--- config.mk ---
export PLATFORM = sky130hd
export DESIGN_NAME = rps_ctrl
export DESIGN_NICKNAME = d
export VERILOG_FILES = /design/src/rtl/rps_pkg.sv /design/src/rtl/rps_state_seq.sv /design/src/rtl/rps_flag_bank.sv /design/src/rtl/rps_ctrl.sv
export SDC_FILE = /design/constraint.sdc
export NUM_CORES = 1
export LEC_CHECK = 0
export BUFFER_PORTS_ARGS = -buffer_cell sky130_fd_sc_hd__buf_2
export CORE_MARGIN = 2
export CORE_UTILIZATION = 36
export CTS_BUF_LIST = sky130_fd_sc_hd__clkbuf_4 sky130_fd_sc_hd__clkbuf_8 sky130_fd_sc_hd__clkbuf_16
export CTS_CLUSTER_DIAMETER = 30
export CTS_CLUSTER_SIZE = 14
export DETAILED_ROUTE_END_ITERATION = 12
export GPL_ROUTABILITY_DRIVEN = 0
export HOLD_SLACK_MARGIN = 0.15
export PLACE_DENSITY = 0.66
export SYNTH_ARGS = -nofsm -noshare
export SYNTH_HDL_FRONTEND = slang
export SYNTH_SLANG_ARGS = --single-unit
--- constraint.sdc ---
create_clock -name clk -period 4.6 [get_ports clk]
set_clock_uncertainty 0.15 [all_clocks]
set_input_delay 1.38 -clock clk [delete_from_list [all_inputs] [get_ports clk]]
set_output_delay 1.38 -clock clk [all_outputs]
set_load 0.005 [all_outputs]
--- src/rtl/rps_pkg.sv ---
package rps_pkg;

    typedef enum logic [1:0] {
        ST_RESET = 2'd0,
        ST_RUN   = 2'd1,
        ST_PAUSE = 2'd3
    } core_state_e;

    typedef enum logic [2:0] {
        SEL_STATE = 3'd0,
        SEL_SWRST = 3'd1,
        SEL_OPER  = 3'd2,
        SEL_ERR   = 3'd3,
        SEL_IEN   = 3'd4
    } reg_sel_e;

    typedef enum logic [1:0] {
        PH_IDLE,
        PH_IFACE,
        PH_ENGINE
    } xfer_phase_e;

    // bit positions that software decodes
    localparam int STAT_VALID_BIT = 2;
    localparam int STAT_READY_BIT = 4;
    localparam int OPER_OUT_NE    = 4;
    localparam int OPER_IN_NE     = 5;
    localparam int OPER_OUT_FULL  = 6;
    localparam int OPER_FLAG_LO   = 8;
    localparam int OPER_FLAG_W    = 4;
    localparam int ERR_LO         = 2;
    localparam int ERR_W          = 5;
    localparam int IEN_BUS_BIT    = 0;
    localparam int IEN_SVC_LO     = 8;
    localparam int IEN_SVC_W      = 2;

    localparam logic [15:0] IEN_MASK = 16'h037D;

    function automatic logic state_is_legal(input logic [1:0] s);
        return (s == ST_RESET) || (s == ST_RUN) || (s == ST_PAUSE);
    endfunction

    function automatic logic [7:0] pack_status(input logic [1:0] s,
                                               input logic v,
                                               input logic rdy);
        logic [7:0] w;
        w = 8'h00;
        w[1:0] = s;
        w[STAT_VALID_BIT] = v;
        w[STAT_READY_BIT] = rdy;
        return w;
    endfunction

endpackage

--- src/rtl/rps_state_seq.sv ---
module rps_state_seq
    import rps_pkg::*;
#(
    parameter int IF_CYC  = 3,
    parameter int ENG_CYC = 3
) (
    input  logic       clk,
    input  logic       rst,
    input  logic       swrst,
    input  logic       req_wr,
    input  logic [1:0] req_state,
    input  logic       eng_tick,
    output logic [1:0] cur_state,
    output logic       valid,
    output logic       accepted
);

    localparam int CNT_MAX = (IF_CYC > ENG_CYC) ? IF_CYC : ENG_CYC;
    localparam int CNT_W   = $clog2(CNT_MAX + 1);
    localparam logic [CNT_W-1:0] IF_LAST  = CNT_W'(IF_CYC - 1);
    localparam logic [CNT_W-1:0] ENG_LAST = CNT_W'(ENG_CYC - 1);

    xfer_phase_e      phase;
    logic [CNT_W-1:0] cnt;
    logic [1:0]       pend;

    assign accepted = req_wr && valid && !swrst && state_is_legal(req_state);

    always_ff @(posedge clk) begin
        if (rst || swrst) begin
            cur_state <= ST_RESET;
            valid     <= 1'b1;
            phase     <= PH_IDLE;
            cnt       <= '0;
            pend      <= ST_RESET;
        end else begin
            unique case (phase)
                PH_IDLE: begin
                    if (accepted) begin
                        pend  <= req_state;
                        valid <= 1'b0;
                        phase <= PH_IFACE;
                        cnt   <= '0;
                    end
                end
                PH_IFACE: begin
                    if (cnt == IF_LAST) begin
                        phase <= PH_ENGINE;
                        cnt   <= '0;
                    end else begin
                        cnt <= cnt + 1'b1;
                    end
                end
                PH_ENGINE: begin
                    if (eng_tick) begin
                        if (cnt == ENG_LAST) begin
                            cur_state <= pend;
                            valid     <= 1'b1;
                            phase     <= PH_IDLE;
                            cnt       <= '0;
                        end else begin
                            cnt <= cnt + 1'b1;
                        end
                    end
                end
                default: phase <= PH_IDLE;
            endcase
        end
    end


    accept_drops_valid_chk: assert property (@(posedge clk) disable iff (rst)
        accepted |=> !valid);


    state_held_while_busy_chk: assert property (@(posedge clk) disable iff (rst)
        (!valid && !swrst) |=> (valid || $stable(cur_state)));


    finish_needs_tick_chk: assert property (@(posedge clk) disable iff (rst)
        ($rose(valid) && !$past(swrst)) |-> $past(eng_tick));

endmodule

--- src/rtl/rps_flag_bank.sv ---
module rps_flag_bank #(
    parameter int W = 4
) (
    input  logic         clk,
    input  logic         rst,
    input  logic         flush,
    input  logic [W-1:0] set,
    input  logic         clr_en,
    input  logic [W-1:0] clr_mask,
    output logic [W-1:0] q
);

    for (genvar i = 0; i < W; i++) begin : g_bit
        always_ff @(posedge clk) begin
            if (rst || flush) begin
                q[i] <= 1'b0;
            end else if (set[i]) begin
                q[i] <= 1'b1;
            end else if (clr_en && clr_mask[i]) begin
                q[i] <= 1'b0;
            end
        end
    end


    set_beats_clear_chk: assert property (@(posedge clk) disable iff (rst)
        (!flush && (|set)) |=> ((q & $past(set)) == $past(set)));


    flush_empties_chk: assert property (@(posedge clk) disable iff (rst)
        flush |=> (q == '0));


    sticky_hold_chk: assert property (@(posedge clk) disable iff (rst)
        (!flush && !clr_en) |=> ((q & $past(q)) == $past(q)));

endmodule

--- src/rtl/rps_ctrl.sv ---
module rps_ctrl
    import rps_pkg::*;
#(
    parameter int IF_CYC    = 3,
    parameter int ENG_CYC   = 3,
    parameter int BUS_ERR_W = 4
) (
    input  logic                 clk,
    input  logic                 rst,
    input  logic                 reg_wr,
    input  logic [2:0]           reg_sel,
    input  logic [15:0]          reg_wdata,
    input  logic                 eng_tick,
    input  logic                 mst_ready_in,
    input  logic                 out_not_empty,
    input  logic                 in_not_empty,
    input  logic                 out_full,
    input  logic                 out_svc_set,
    input  logic                 in_svc_set,
    input  logic                 out_done_set,
    input  logic                 in_done_set,
    input  logic [4:0]           err_set,
    input  logic [BUS_ERR_W-1:0] bus_err_set,
    output logic [7:0]           status_word,
    output logic [15:0]          oper_word,
    output logic [7:0]           err_word,
    output logic [BUS_ERR_W-1:0] bus_err_word,
    output logic                 run_en,
    output logic                 pause_en,
    output logic                 irq
);

    logic                    swrst;
    logic                    state_wr;
    logic                    accepted;
    logic                    bus_clr;
    logic [1:0]              cur_state;
    logic                    valid;
    logic                    rdy_q;
    logic [15:0]             ien_q;
    logic [OPER_FLAG_W-1:0]  oper_set;
    logic [OPER_FLAG_W-1:0]  oper_q;
    logic [ERR_W-1:0]        err_q;
    logic [BUS_ERR_W-1:0]    bus_q;

    assign swrst    = reg_wr && (reg_sel == SEL_SWRST) && reg_wdata[0];
    assign state_wr = reg_wr && (reg_sel == SEL_STATE);
    assign bus_clr  = accepted && (reg_wdata[1:0] == ST_RESET);
    assign oper_set = {in_done_set, out_done_set, in_svc_set, out_svc_set};

    rps_state_seq #(
        .IF_CYC  (IF_CYC),
        .ENG_CYC (ENG_CYC)
    ) i_seq (
        .clk       (clk),
        .rst       (rst),
        .swrst     (swrst),
        .req_wr    (state_wr),
        .req_state (reg_wdata[1:0]),
        .eng_tick  (eng_tick),
        .cur_state (cur_state),
        .valid     (valid),
        .accepted  (accepted)
    );

    rps_flag_bank #(.W(OPER_FLAG_W)) i_oper_flags (
        .clk      (clk),
        .rst      (rst),
        .flush    (swrst),
        .set      (oper_set),
        .clr_en   (reg_wr && (reg_sel == SEL_OPER)),
        .clr_mask (reg_wdata[OPER_FLAG_LO +: OPER_FLAG_W]),
        .q        (oper_q)
    );

    rps_flag_bank #(.W(ERR_W)) i_err_flags (
        .clk      (clk),
        .rst      (rst),
        .flush    (swrst),
        .set      (err_set),
        .clr_en   (reg_wr && (reg_sel == SEL_ERR)),
        .clr_mask (reg_wdata[ERR_LO +: ERR_W]),
        .q        (err_q)
    );

    rps_flag_bank #(.W(BUS_ERR_W)) i_bus_flags (
        .clk      (clk),
        .rst      (rst),
        .flush    (swrst),
        .set      (bus_err_set),
        .clr_en   (bus_clr),
        .clr_mask ({BUS_ERR_W{1'b1}}),
        .q        (bus_q)
    );

    always_ff @(posedge clk) begin
        if (rst) begin
            rdy_q <= 1'b0;
            ien_q <= '0;
        end else begin
            rdy_q <= mst_ready_in;
            if (reg_wr && (reg_sel == SEL_IEN)) begin
                ien_q <= reg_wdata & IEN_MASK;
            end
        end
    end

    always_comb begin
        status_word = pack_status(cur_state, valid, rdy_q);
        oper_word = '0;
        oper_word[OPER_OUT_NE]   = out_not_empty;
        oper_word[OPER_IN_NE]    = in_not_empty;
        oper_word[OPER_OUT_FULL] = out_full;
        oper_word[OPER_FLAG_LO +: OPER_FLAG_W] = oper_q;
        err_word = '0;
        err_word[ERR_LO +: ERR_W] = err_q;
        bus_err_word = bus_q;
        run_en   = valid && (cur_state == ST_RUN);
        pause_en = valid && (cur_state == ST_PAUSE);
        irq = (|(err_q & ien_q[ERR_LO +: ERR_W]))
            | (|(oper_q[IEN_SVC_W-1:0] & ien_q[IEN_SVC_LO +: IEN_SVC_W]))
            | ((|bus_q) & ien_q[IEN_BUS_BIT]);
    end


    irq_level_hold_chk: assert property (@(posedge clk) disable iff (rst)
        (irq && !reg_wr) |=> irq);


    swrst_quiets_irq_chk: assert property (@(posedge clk) disable iff (rst)
        swrst |=> !irq);


    bus_clear_chk: assert property (@(posedge clk) disable iff (rst)
        (bus_clr && !(|bus_err_set)) |=> (bus_err_word == '0));


    engine_modes_chk: assert property (@(posedge clk) disable iff (rst)
        $onehot0({run_en, pause_en}));

endmodule

==> results of run 1 <==
-- kinds of logic after synthesis --
logic type / synth area share
buffers and inverters: 0.130
DFF: 0.412
other: 0.00249
muxes: 0.0864
AOI/OAI and AO/OA: 0.110
adders and majority gates: 0.0415
and+or+nand+nor: 0.218
-- metrics by stage --
| stage | utilization | hold slack [ns] | worst slack, ns | instances |
|---|---|---|---|---|
| 2_1_floorplan | - | 0.310 | 1.58 | 185 |
| 3_3_place_gp | 0.424 | 0.313 | 1.44 | 260 |
| 3_5_place_dp | 0.424 | 0.324 | 1.43 | 260 |
| 4_1_cts | 0.453 | 0.338 | 1.65 | 268 |
| 5_1_grt | 0.453 | 0.362 | 1.63 | 268 |
| 6_report | 0.453 | 0.330 | 1.69 | 268 |
-- synthesized netlist by cell type, types with 2 or more instances --
master,count,area (um^2)
nand2_1,11,41.3
ha_1,5,62.6
nor2_1,30,113
o21ai_0,2,10.0
nand4b_1,2,17.5
or4_1,2,15.0
a21oi_1,16,80.1
buf_4,21,158
nand4_1,2,12.5
inv_1,3,11.3
clkbuf_1,3,11.3
nand3_1,5,25.0
a22oi_1,2,15.0
nor2b_1,3,18.8
mux2i_1,13,130
dfxtp_1,31,621
-- final timing paths --
kind	start	to	slack, ns	cells past startpoint
worst min register to register	i_oper_flags.q[3]	i_oper_flags.q[3]	0.33	2
worst min-delay path	i_oper_flags.q[3]	i_oper_flags.q[3]	0.33	2
worst max-delay path	in_not_empty	oper_word[5]	1.69	0
worst max register to register	i_seq.phase[0]	i_seq.cnt[1]	2.61	6
-- per-layer routing --
| metal | share of wire | up-vias | wire, um | GRT usage |
|---|---|---|---|---|
| li1 | - | 641 | - | - |
| met1 | 0.45 | 575 | 1360 | 0.165 |
| met2 | 0.47 | 43 | 1400 | 0.209 |
| met3 | 0.066 | 5 | 197 | 0.0552 |
| met4 | 0.015 | 0 | 44 | 0.0662 |
| met5 | 0 | - | 0 | 0 |
-- power by group --
part	leakage [nW]	total [mW]	switching, mW	internal (mW)
Combinational	0.538	0.0923	0.0508	0.0416
Clock	0.0612	0.278	0.103	0.175
Sequential	0.255	0.296	0.0121	0.284
-- flip-flops by register name (all words and copies together), names as in the netlist --
register	flops
i_bus_flags.q	4
i_seq.phase	2
i_seq.cur_state	2
i_seq.valid	1
i_seq.cnt	2
i_err_flags.q	5
rdy_q	1
i_seq.pend	2
i_oper_flags.q	4
ien_q	8
-- area by class of cell --
type / instances / area (um^2) / area share
repair buffers: 51 / 255 / 0.141
clock buffers: 6 / 82.6 / 0.0455
clock inverters: 2 / 35.0 / 0.0193
inverters: 3 / 11.3 / 0.00621
well taps: 50 / 62.6 / 0.0345
multi-input cells: 125 / 746 / 0.411
flip-flops and latches: 31 / 621 / 0.342
==> run_results.csv, run 1 <==
group,metric,value,unit
sta,slew_violations,0,
yosys,synth_edf_count,0,
placement,io_buffer_count,51,
sta,fmax,0.344,GHz
worst_hold_path,min_path_type,"flip-flop to flip-flop",
detailed_routing,vias,1264,
critical_path,worstSetupStartpointType,"input pin",
clock_network,cts_root_buffer,"clkbuf_8",
global_routing,grt_pass1_vias,1056,
power_and_ir_drop,powerDensity,368,nW/um^2
global_routing,grt_max_degree,22,
global_routing,grt_pass1_wl,4630,um
sta,setup_tns,0,ns
finish,diodes,0,
yosys,yosys_register_bits,31,
sta,post-route-min-period,2.91,ns
detailed_routing,viasPerCell,4.72,
clock_network,clock_path_buffers,2,
yosys,ys_seq_area_frac,0.412,
clock_network,post_cts_buffers,0,
placement,dpl_cell_area,1700,um^2
sta,fin_crit_sh,0.633,
yosys,ys.flop_type,"dfxtp_1",
clock_network,clk_latency,0.28,ns
floorplan,ioPinCount,79,
status,status,"finished, final reports clean",
detailed_routing,drt-initial-drc-count,43,
sta,hold_viol_final,0,
critical_path,crit_type,"input pin to primary output",
sta,tightest_slew,0.808,ns
finish,nets,262,
floorplan,rows,23,
sta,grt_setup_unrepaired,"no",
floorplan,dieWidth,68.7,um
finish,drive_gt1_frac,0.289,
critical_path,path_max_fanout,1,
detailed_routing,antenna_left,0,
clock_network,cts-htree-levels,2,
clock_network,hold_buffers,0,
yosys,syn_inst,170,
global_routing,grt_overflow,0,
global_routing,antenna_found_initial,0,
power_and_ir_drop,p_leak,0.854,nW
clock_network,cts_tree,"yes",
detailed_routing,drc,0,
placement,dpl.hpwl,2260,um
finish,mostFrequentLayoutCells,"buf_2, dfxtp_1, nor2_1, a21oi_1, conb_1",
detailed_routing,drt-total-wl,3000,um
finish,fillers,408,
clock_network,ctsResizeCount,0,
yosys,async_flop_share,0,
sta,relSlewSlack,0.458,
detailed_routing,drtPass1Iterations,4,
critical_path,endpoint_kind,"primary output",
yosys,yosysWarnings,0,
job,max-cap-violations,0,
detailed_routing,wl_per_cell,11.2,um
clock_network,clock-sinks,31,
finish,final_area,1810,um^2
finish,synthToLayoutAreaGrowth,20.3,%
floorplan,die_area,4720,um^2
sta,setup_viol,0,
power_and_ir_drop,ir_worst_vdd,0.000195,V
finish,final_common_cell,"buf_2",
yosys,netlist_area,1510,um^2
clock_network,cts_buffers,5,
floorplan,start_util,0.377,
power_and_ir_drop,design_power_total,667,uW
global_routing,track_usage,0.136,
clock_network,clkTransAtPathRegs,0.06,ns
yosys,ys_types,35,
yosys,avgSynthCellArea,8.86,um^2
critical_path,critical_path_required,3.07,ns
floorplan,core_area,4000,um^2
critical_path,arrival,1.38,ns
floorplan,die_y,68.7,um
No activity file was read; power rests on OpenSTA's default activity.
==> run 2: changes to the inputs <==
==> constraint.sdc (replaced) <==
create_clock -name clk -period 2.7 [get_ports clk]
set_clock_uncertainty 0.15 [all_clocks]
set_input_delay 0.81 -clock clk [delete_from_list [all_inputs] [get_ports clk]]
set_output_delay 0.81 -clock clk [all_outputs]
set_load 0.005 [all_outputs]
==> run_results.csv, run 2 (synthesis results as in run 1) <==
group,metric,value,unit
finish,drive_gt1_frac,0.295,
detailed_routing,drtPass1Iterations,4,
worst_hold_path,min_delay_path_depth,2,
global_routing,grt_max_degree,21,
critical_path,path_cells,"o41ai_1, nand4_1, buf_2",
placement,io_buffer_count,51,
clock_network,cts-htree-levels,2,
clock_network,hold_buffers,0,
worst_hold_path,hold_path.startpoint,"i_oper_flags.q[2]",
job,max-cap-violations,0,
power_and_ir_drop,p_seq_frac,0.494,
power_and_ir_drop,swShare,0.260,
clock_network,clock_path_buffers,2,
floorplan,ioPinCount,79,
critical_path,arrival,1.37,ns
finish,top_register,"ien_q",
finish,largestRegisters,"ien_q: 8 flops, i_err_flags.q: 5 flops",
clock_network,clkTransAtPathRegs,0.06,ns
clock_network,clock-sinks,31,
critical_path,crit_buf_inv,1,
global_routing,grt_overflow,0,
finish,utilization,0.451,
power_and_ir_drop,ir_worst_vdd,0.000323,V
global_routing,grt_pass1_wl,4750,um
clock_network,cts_root_buffer,"clkbuf_8",
critical_path,r2r_setup_slack,0.73,ns
floorplan,dieWidth,68.7,um
global_routing,grt_pass1_vias,1040,
critical_path,endpoint_kind,"primary output",
sta,fin_crit_sh,0.862,
status,status,"finished, final reports clean",
power_and_ir_drop,powerDensity,566,nW/um^2
critical_path,path_max_fanout,3,
finish,nets,265,
finish,fillers,406,
critical_path,critical_path_required,1.74,ns
critical_path,worstReg2RegEnd,"i_seq.cnt[1]",
sta,hold_viol_final,0,
sta,setup_tns,0,ns
detailed_routing,drc,0,
critical_path,slowest_stage,"o41ai_1",
power_and_ir_drop,p_int,756,uW
power_and_ir_drop,p_leak,0.855,nW
worst_hold_path,min_path_type,"flip-flop to flip-flop",
finish,mostFrequentLayoutCells,"buf_2, dfxtp_1, nor2_1, a21oi_1, conb_1",
critical_path,path_delay_family,"compound AO/OA/AOI/OAI gates",
worst_hold_path,whs_endpoint,"i_oper_flags.q[2]",
detailed_routing,drt-total-wl,2980,um
floorplan,die_area,4720,um^2
detailed_routing,drt-initial-drc-count,25,
finish,diodes,0,
power_and_ir_drop,design_power_total,1.02,mW
critical_path,reg2regPathDepth,6,
critical_path,timing.rr.start,"i_seq.phase[0]",
sta,setup_viol,0,
critical_path,worstSetupStartpointType,"flip-flop",
global_routing,antenna_found_initial,0,
sta,slew_violations,0,
clock_network,cts_buffers,5,
clock_network,cts_tree,"yes",
detailed_routing,antenna_left,0,
finish,largest_reg_flops,8,
sta,post-route-min-period,2.33,ns
critical_path,cpPeakStageDelay,0.45,ns
global_routing,track_usage,0.139,
power_and_ir_drop,clkPwrFrac,0.348,
detailed_routing,viasPerCell,4.63,
clock_network,ctsResizeCount,0,
floorplan,die_y,68.7,um
finish,synthToLayoutAreaGrowth,19.9,%
critical_path,crit_type,"flip-flop to primary output",
floorplan,rows,23,
clock_network,clk_latency,0.28,ns
placement,dpl.hpwl,2280,um
power_and_ir_drop,comb_power_share,0.158,
power_and_ir_drop,p_switching,265,uW
detailed_routing,wl_per_cell,11.0,um
floorplan,core_area,4000,um^2
clock_network,post_cts_buffers,0,
finish,final_common_cell,"buf_2",
sta,fmax,0.430,GHz
floorplan,start_util,0.377,
sta,grt_setup_unrepaired,"no",
detailed_routing,vias,1250,
-- run 2: cell types whose count changed in the layout (fill, tap and decap cells not counted), sizes merged --
cell / delta
bufinv: -1
buf: +3
-- run 2: layer usage --
metal  up-vias  wire, um  track usage
met2        41      1380        0.203
met5         -         0            0
li1        640         -            -
met1       566      1350        0.181
met3         3       208       0.0552
met4         0        40       0.0588
-- run 2: through the flow --
| step | cells | hold WS [ns] | cell area [um^2] | setup slack [ns] |
|---|---|---|---|---|
| final | 270 | 0.333 | 1810 | 0.372 |
| after global routing | 270 | 0.376 | 1810 | 0.257 |
| after CTS | 270 | 0.340 | 1810 | 0.285 |
| after detailed placement | 263 | 0.324 | 1720 | 0.286 |
| after global placement | 263 | 0.312 | 1720 | 0.298 |
| after floorplan | 185 | 0.310 | 1560 | 0.473 |
-- run 2: worst max path at each step --
stage / depth (start not counted) / endpoint / from
after floorplan: 5 / i_seq.cnt[1] / reg_sel[1]
after global placement: 5 / i_seq.cnt[1] / reg_sel[1]
after detailed placement: 5 / i_seq.cnt[1] / reg_sel[1]
after CTS: 3 / irq / i_bus_flags.q[0]
after global routing: 3 / irq / i_bus_flags.q[3]
final: 3 / irq / i_bus_flags.q[0]
-- run 2: cell type report --
type / count / area, um^2 / share of cell area
multi-input cells: 125 / 746 / 0.413
flip-flops and latches: 31 / 621 / 0.344
well taps: 50 / 62.6 / 0.0347
clock inverters: 1 / 5.00 / 0.00277
repair buffers: 54 / 278 / 0.154
inverters: 3 / 11.3 / 0.00624
clock buffers: 6 / 82.6 / 0.0457
-- run 2: power groups by stage --
stage	Sequential, mW	Clock, mW	Combinational (mW)
CTS	0.505	0.371	0.163
finish	0.505	0.356	0.161
global route	0.508	0.396	0.188
floorplan	0.513	0	0.120
detailed placement	0.514	0	0.162
global placement	0.514	0	0.160
-- run 2: worst min-delay path, delay by kind of cell, from the launching register on --
kind / cells / cell delay, ns
compound gates: 1 / 0.06
simple gates: 1 / 0.06
flops: 1 / 0.33
